<file path="src/rtl/burst_col_seq.sv">
module burst_col_seq #(
  parameter int COL_W = 10
) (
  input  logic             clk,
  input  logic             rst_n,
  input  logic             st,
  input  logic [COL_W-1:0] st_col,
  input  logic             st_len8,
  input  logic             st_ilv,
  output logic             seq_vld,
  output logic [COL_W-1:0] seq_col,
  output logic             seq_end
);

  logic [COL_W-1:0] base;
  logic [2:0]       beat;
  logic             len8, ilv, run;
  logic [1:0]       lo_sum;
  logic             b2_flip;
  logic [2:0]       lo;

  always_ff @(posedge clk or negedge rst_n) begin
    if (!rst_n) begin
      run  <= 1'b0;
      beat <= '0;
      base <= '0;
      len8 <= 1'b0;
      ilv  <= 1'b0;
    end else if (st) begin
      run  <= 1'b1;
      beat <= '0;
      base <= st_col;
      len8 <= st_len8;
      ilv  <= st_ilv;
    end else if (run) begin
      run  <= !seq_end;
      beat <= beat + 3'd1;
    end
  end

  assign lo_sum  = ilv ? (base[1:0] ^ beat[1:0]) : (base[1:0] + beat[1:0]);
  assign b2_flip = len8 & beat[2];
  assign lo      = {base[2] ^ b2_flip, lo_sum};

  assign seq_vld = run;
  assign seq_end = run && (beat == (len8 ? 3'd7 : 3'd3));
  assign seq_col = {base[COL_W-1:3], lo};


  end_in_burst_chk: assert property (@(posedge clk) disable iff (!rst_n)
    seq_end |-> seq_vld);


  hold_vld_chk: assert property (@(posedge clk) disable iff (!rst_n)
    (seq_vld && !seq_end && !st) |=> seq_vld);


  drop_vld_chk: assert property (@(posedge clk) disable iff (!rst_n)
    (seq_end && !st) |=> !seq_vld);


  first_beat_chk: assert property (@(posedge clk) disable iff (!rst_n)
    st |=> (seq_vld && seq_col == $past(st_col)));


  upper_hold_chk: assert property (@(posedge clk) disable iff (!rst_n)
    (seq_vld && !seq_end && !st) |=> (seq_col[COL_W-1:3] == $past(seq_col[COL_W-1:3])));

endmodule

</file>
<file path="config.mk">
export PLATFORM = sky130hd
export DESIGN_NAME = burst_col_seq
export DESIGN_NICKNAME = d
export VERILOG_FILES = /design/src/rtl/burst_col_seq.sv
export SDC_FILE = /design/constraint.sdc
export NUM_CORES = 1
export LEC_CHECK = 0
export CAP_MARGIN = 20
export CORE_MARGIN = 2
export CORE_UTILIZATION = 40
export DETAILED_ROUTE_END_ITERATION = 8
export GPL_TIMING_DRIVEN = 0
export PLACE_DENSITY = 0.72
export SETUP_SLACK_MARGIN = 0.3
export SLEW_MARGIN = 30
export SYNTH_ARGS = -nofsm -noshare
export SYNTH_HDL_FRONTEND = slang
export SYNTH_SLANG_ARGS = --single-unit
</file>
<file path="constraint.sdc">
create_clock -name clk -period 1.4 [get_ports clk]
set_clock_uncertainty 0.05 [all_clocks]
set_input_delay 0.21 -clock clk [delete_from_list [all_inputs] [get_ports clk]]
set_output_delay 0.21 -clock clk [all_outputs]
set_load 0.02 [all_outputs]
</file>
**Word level (Yosys, flattened, before mapping)**

Cells that the tools add are included.

- Memory bits (writable): 0
- Register bits: 16
- Input port bits: 15
- Bits in latches: 0
- Bits in read-only memories: 0
- Memories: 0

- Multipliers: 0
- Equal/unequal tests: 1
- $add $sub $neg: 2
- Bitwise logic cells: 3
- Div/mod/pow operators: 0
- Reductions and logical operators: 3
- Multiplexer cells: 6
- Magnitude comparators: 0
- Shift-type cells: 0

Operators with widths:

| kind | number |
|---|---|
| $mux 3 | 3 |
| $add 3x1->3 const B | 1 |
| $eq 3x3->1 | 1 |
| $add 2x2->2 | 1 |
| $mux 1 | 2 |
| $mux 2 | 1 |
| $reduce_bool 2->1 | 1 |
| $xor 2x2->2 | 1 |
| $and 1x1->1 | 1 |
| $logic_and 1x1->1 | 1 |
| $logic_not 1->1 | 1 |
| $xor 1x1->1 | 1 |

**Depth between registers and ports, before layout**

Gate-level depths: netlist of run 1.

- Word-level depth: 6
- Gate-level depth with buffers: 3
- Mapped depth without buffers: 3

**Least setup slack after synthesis of run 1**

No wires, ideal clock.

- Kind: flip-flop to output port
- From: register beat[2]
- To: output seq_end
- Stages on the path, launching flop included: 4
- Setup slack: 0.070 ns
- Data required time: 1.140 ns
- Buffers on the path: 0
- Arrival: 1.070 ns
- Path through: dfrtp_1 -> ha_1 -> nand2b_1 -> nor2_1

- Cells in the longest elaborated chain, start to end: 2

Ends and longest elaborated chain:

| item | RTL line | text |
|---|---|---|
| start: declaration | 16 | `logic [2:0] beat;` |
| start signal: assignment | 37 | `beat <= beat + 3'd1;` |
| $eq 3x3->1 | 46 | `assign seq_end = run && (beat == (len8 ? 3'd7 : 3'd3));` |
| $logic_and 1x1->1 | 46 |  |
| end: declaration | 12 | `output logic seq_end` |

No other way between the ends.

**Final worst setup path of run 1**

- From: register beat[0]
- To: output seq_col[1]

- Cells in the longest elaborated chain, start to end: 2

Ends and longest elaborated chain:

| item | RTL line | text |
|---|---|---|
| $add 2x2->2 | 41 | `assign lo_sum = ilv ? (base[1:0] ^ beat[1:0]) : (base[1:0] + beat[1:0]);` |
| $mux 2 | 41 |  |
| end: declaration | 11 | `output logic [COL_W-1:0] seq_col,` |

No other way between the ends.

==> impl_metrics.yaml, run 1 <==
floorplan:
  start_util_pct: 41.45
  num_rows: 16
  coreArea_um2: 1902
  die-area_um2: 2342
  ios: 27
  die_w_um: 48.39
  dieHeight_um: 48.39
status:
  violations: "setup timing"
  status: "finished with violations"
global_routing:
  grt_max_degree: 17
  grt_pass1_wl_um: 2787
  grt_pass1_vias: 593
  grt_usage_pct: 16.05
  antenna_found_initial: 0
  overflow: 0
synthesis:
  synth.most_common_cell: "dfrtp_1"
  ys_seq_elements: 16
  netlist_area_um2: 788.3
  yosys_most_used_dff: "dfrtp_1"
  synth.top_cell.area_share_pct: 50.79
  netlist_instances: 56
  syn_nets: 74
  ys_top_cells_by_count: "dfrtp_1, buf_4, mux2_2, mux2_4"
  ys_warn_count: 0
  avgSynthCellArea_um2: 14.08
  ys_types: 19
  synth.top_cells.by_area: "dfrtp_1, mux2_4, mux2_2"
  async_reset_ff_share_pct: 100.0
  synth_top_area_cell: "dfrtp_1"
  synth_edf_count: 0
  synth_seq_area_share_pct: 50.79
worst_setup_path:
  required_ns: 1.14
  start_kind: "flop"
  worstSetupPathType: "flop to primary output"
  cp_slowest_stage_delay_ns: 0.43
  crit_chain: "ha_4, nor2b_4, xnor2_4, buf_6"
  arrival_ns: 1.32
  cp-end-kind: "primary output"
  cp_max_fo: 2
  critPathBufInv: 1
  worst_path_dominant_cell_family: "flip-flops"
  slowest_stage: "dfrtp_1"
power_and_ir_drop:
  clkPwrFrac_pct: 22.8
  fin_total_pwr_mw: 1.377
  intPower_mw: 0.9890
  p_leak_nw: 0.6033
  p_seq_share_pct: 41.1
  vdd_drop_max_mv: 0.7198
  switching_share_pct: 28.19
  powerDensity_nw_per_um2: 1035
  switchingPower_mw: 0.3883
  combinationalPowerShare_pct: 36.1
cts:
  path_clk_slew_ns: 0.10
  cts.sink_count: 16
  numCtsBuffers: 3
  cts_buffer_depth: 2
  h-tree-depth: 1
  cts_tree: "built"
  insertion_delay_ns: 0.29
  cts-root-buf: "clkbuf_4"
timing:
  finalCritPeriodShare_pct: 112.6
  grt_setup_unrepaired: "yes"
  hold-worst-slack_ns: 0.1593
  hold_violations: 0
  final_max_slew_viol_count: 0
  setup_violations: 3
  max_freq_ghz: 0.6346
  period_minus_slack_ns: 1.576
  slew_headroom_pct: 50.87
  tightest_slew_ns: 0.7347
  final.setup.worst_slack_ns: -0.1758
placed_design:
  place.gp.congestion: 0.6616
  port_buffers: 25
  pre_cts_slack_ns: -0.3564
  place.detailed.hpwl_um: 1043
  dpl.cell_count: 108
detailed_routing:
  wire_per_inst_um: 13.96
  totalWireLength_um: 1675
  final_antenna_net_count: 0
  num_vias: 536
  drtIter0Drc: 2
  via_per_inst: 4.467
  first_pass_iters: 2
  drc: 0
worst_hold_path:
  hold_class: "primary input to flop"
final_layout:
  n_antenna_cell: 0
  syn2layout_area_growth_pct: 68.89
  fillers: 136
  nets: 112
  multi_input_area_um2: 404.1
  seq_area_um2: 401.6
  drive_gt1_share_pct: 62.37
  finalNonFillerCells: 120
job:
  drv_cap: 0
per-layer routing:
layer / global-route usage [%] / share of wire, %
met1: 17.00 / 37
met2: 28.94 / 55
met3: 6.173 / 6.8
met4: 5.714 / 0.72
met5: 0 / 0
area by class of cell:
class / instances / share of cell area [%]
tap: 27 / 2.538
inverter: 1 / 0.2820
timing repair buffer: 33 / 25.28
multi-input combinational: 29 / 30.36
sequential: 16 / 30.17
clock buffer: 4 / 2.726
buffer: 10 / 8.647
power groups by stage:
stage	combinational [mW]	clock (mW)	sequential, mW
5_1_grt	0.528	0.345	0.571
3_3_place_gp	0.386	0	0.551
6_report	0.497	0.315	0.566
3_5_place_dp	0.394	0	0.555
4_1_cts	0.462	0.320	0.556
2_1_floorplan	0.251	0	0.548
registers in the layout, summed over array words and instances, names as in the netlist:
signal   count
base        10
len8         1
ilv          1
seq_vld      1
beat         3
per-stage QoR:
step           cell area [um^2]  util, %  setup TNS, ns
2_1_floorplan             844.6        -              0
3_3_place_gp               1129    59.34        -0.9722
3_5_place_dp               1129    59.34        -0.9939
4_1_cts                    1282    67.43        -0.3974
5_1_grt                    1331    70.00        -0.5559
6_report                   1331    70.00        -0.3642
repair_timing:
action                                  4_1_cts  5_1_grt
hold buffers                                  0        0
buffers inserted                              5        3
endpoints found under the setup margin       14       15
pin swaps                                     5        8
gates resized for setup                      85        6
logic make-up after synthesis:
kind of cell               count (synthesis)  synth area share (%)
DFF                                       16                 50.79
xor gates and xnor gates                   4                 4.445
AOI/OAI and AO/OA                          3                 3.016
muxes                                     13                 21.27
adders and majority gates                  3                 4.762
and+or+nand+nor                            6                 3.970
buffers and inverters                     11                 11.74
path summary, 6_finish.rpt:
path	from	to	slack, ns	cells after the start
max in group asynchronous	rst_n	beat[1]	0.50	1
setup / recovery	beat[0]	seq_col[1]	-0.18	4
hold reg to reg	base[4]	base[4]	0.49	1
hold / removal	st	base[6]	0.16	2
setup reg to reg	beat[2]	seq_vld	0.24	3
min in group asynchronous	rst_n	base[8]	0.29	1
layout by cell type (no fill, tap or decap), types with 2 or more instances in the layout:
master / instances
mux2_2: 6
nor2_1: 2
mux2_4: 6
buf_6: 23
ha_4: 3
dfrtp_1: 15
clkdlybuf4s50_1: 13
xnor2_4: 2
buf_4: 5
clkbuf_4: 3
Note: power is estimated with default switching activity, not from simulation.
==> run 2, diff against run 1 <==
Settings changed: CORE_ASPECT_RATIO set to 1.5.
==> run 2 against run 1 <==
Against the previous run: the flow still finishes with violations (setup timing); critical endpoint is now seq_end; flip-flop and latch count is the same; maximum frequency up 1.1%; core utilization fell by 0.70 points; sequential power decreased by 2%; highest routed layer unchanged; total power decreased by 4.4%.
==> impl_metrics.yaml, run 2 (same netlist as run 1, synthesis figures left out) <==
worst_hold_path:
  hold_class: "primary input to flop"
final_layout:
  multi_input_area_um2: 389.1
  drive_gt1_share_pct: 59.34
  final_common_cell: "buf_6"
  n_antenna_cell: 0
  regMostFlops: "base"
  nets: 110
  final_cell_mix: "buf_6, dfrtp_1, clkdlybuf4s50_1"
  post-route-util_pct: 69.30
  fin_area_um2: 1285
  finalNonFillerCells: 112
  fillers: 138
  largest_register_ffs: 10
  seq_area_um2: 400.4
  syn2layout_area_growth_pct: 63.02
  reg_top3: "base x10, beat x3"
placed_design:
  port_buffers: 25
  place.detailed.hpwl_um: 992.9
  pre_cts_slack_ns: -0.3587
  dpl.cell_count: 102
  place.gp.congestion: 0.6324
  place_area_um2: 1121
worst_setup_path:
  arrival_ns: 1.30
  worst_path_dominant_cell_family: "flip-flops"
  worstSetupPathType: "flop to primary output"
  cp_max_fo: 2
  crit_chain: "ha_4, nand2b_4, nor2_4, buf_6"
  cp_slowest_stage_delay_ns: 0.43
  start_kind: "flop"
  cp-end-kind: "primary output"
  critPathBufInv: 1
  slowest_stage: "dfrtp_1"
  required_ns: 1.14
floorplan:
  start_util_pct: 42.51
  die-area_um2: 2349
  coreArea_um2: 1854
  num_rows: 19
  ios: 27
  die_w_um: 40.25
  dieHeight_um: 58.37
timing:
  fin_tns_setup_ns: -0.3047
  slew_headroom_pct: 52.79
  period_minus_slack_ns: 1.558
  tightest_slew_ns: 0.7059
  hold_violations: 0
  grt_setup_unrepaired: "yes"
  max_freq_ghz: 0.6419
  final_max_slew_viol_count: 0
  final.setup.worst_slack_ns: -0.1579
  hold-worst-slack_ns: 0.1663
  setup_violations: 3
  finalCritPeriodShare_pct: 111.3
status:
  violations: "setup timing"
  status: "finished with violations"
detailed_routing:
  drtIter0Drc: 0
  via_per_inst: 4.696
  totalWireLength_um: 1354
  drc: 0
  first_pass_iters: 1
  wire_per_inst_um: 12.09
  final_antenna_net_count: 0
  num_vias: 526
global_routing:
  overflow: 0
  grt_max_degree: 17
  grt_pass1_vias: 513
  antenna_found_initial: 0
  grt_usage_pct: 13.93
  grt_pass1_wl_um: 2201
power_and_ir_drop:
  vdd_drop_max_mv: 0.6336
  powerDensity_nw_per_um2: 1024
  fin_total_pwr_mw: 1.316
  p_leak_nw: 0.5909
cts:
  cts.sink_count: 16
  h-tree-depth: 1
  hold_buffers: 0
  cts_buffer_depth: 2
  path_clk_slew_ns: 0.09
  cts-root-buf: "clkbuf_4"
  insertion_delay_ns: 0.28
  cts_tree: "built"
  numCtsBuffers: 3
job:
  drv_cap: 0
run 2: cell count changes in the layout (fill, tap and decap cells not counted):
cell and delta:
buf_6 -2, a21oi_1 +1, a21oi_2 -1, dfrtp_1 +1, dfrtp_2 -1, xnor2_2 +1, xnor2_4 -1
run 2: final timing paths:
check | cells after the start | startpoint | slack [ns] | end
max | 4 | beat[2] | -0.16 | seq_end
min | 2 | st | 0.17 | len8
max reg2reg | 3 | beat[2] | 0.24 | seq_vld
min reg2reg | 1 | base[7] | 0.49 | base[7]
max in group asynchronous | 1 | rst_n | 0.56 | base[1]
min in group asynchronous | 1 | rst_n | 0.29 | base[6]
run 2: metal layers:
layer | part of all wire (%) | track usage [%] | up-vias
met5 | 0 | 0 | -
met4 | 1.0 | 7.143 | 0
met3 | 4.1 | 2.642 | 2
met2 | 56 | 21.66 | 12
met1 | 39 | 17.88 | 262
li1 | - | - | 250
run 2: final cells by class:
cell class / instances / area share [%]
buffer: 10 / 8.958
inverter: 1 / 0.2921
clock buffer: 4 / 2.824
timing repair buffer: 31 / 24.44
sequential: 16 / 31.16
multi-input combinational: 29 / 30.28
tap: 21 / 2.045
run 2: power by group:
| group | internal (mW) | leakage, nW | switching, mW | total (mW) |
|---|---|---|---|---|
| logic | 0.298 | 0.381 | 0.165 | 0.462 |
| registers | 0.509 | 0.189 | 0.0454 | 0.554 |
| clock network | 0.158 | 0.0210 | 0.141 | 0.300 |
| total | 0.965 | 0.591 | 0.351 | 1.32 |
run 2: timing repair:
action / 4_1_cts / 5_1_grt
resized for setup: 81 / 5
pin swaps: 5 / 2
setup endpoints to repair: 14 / 15
buffers inserted: 4 / 2
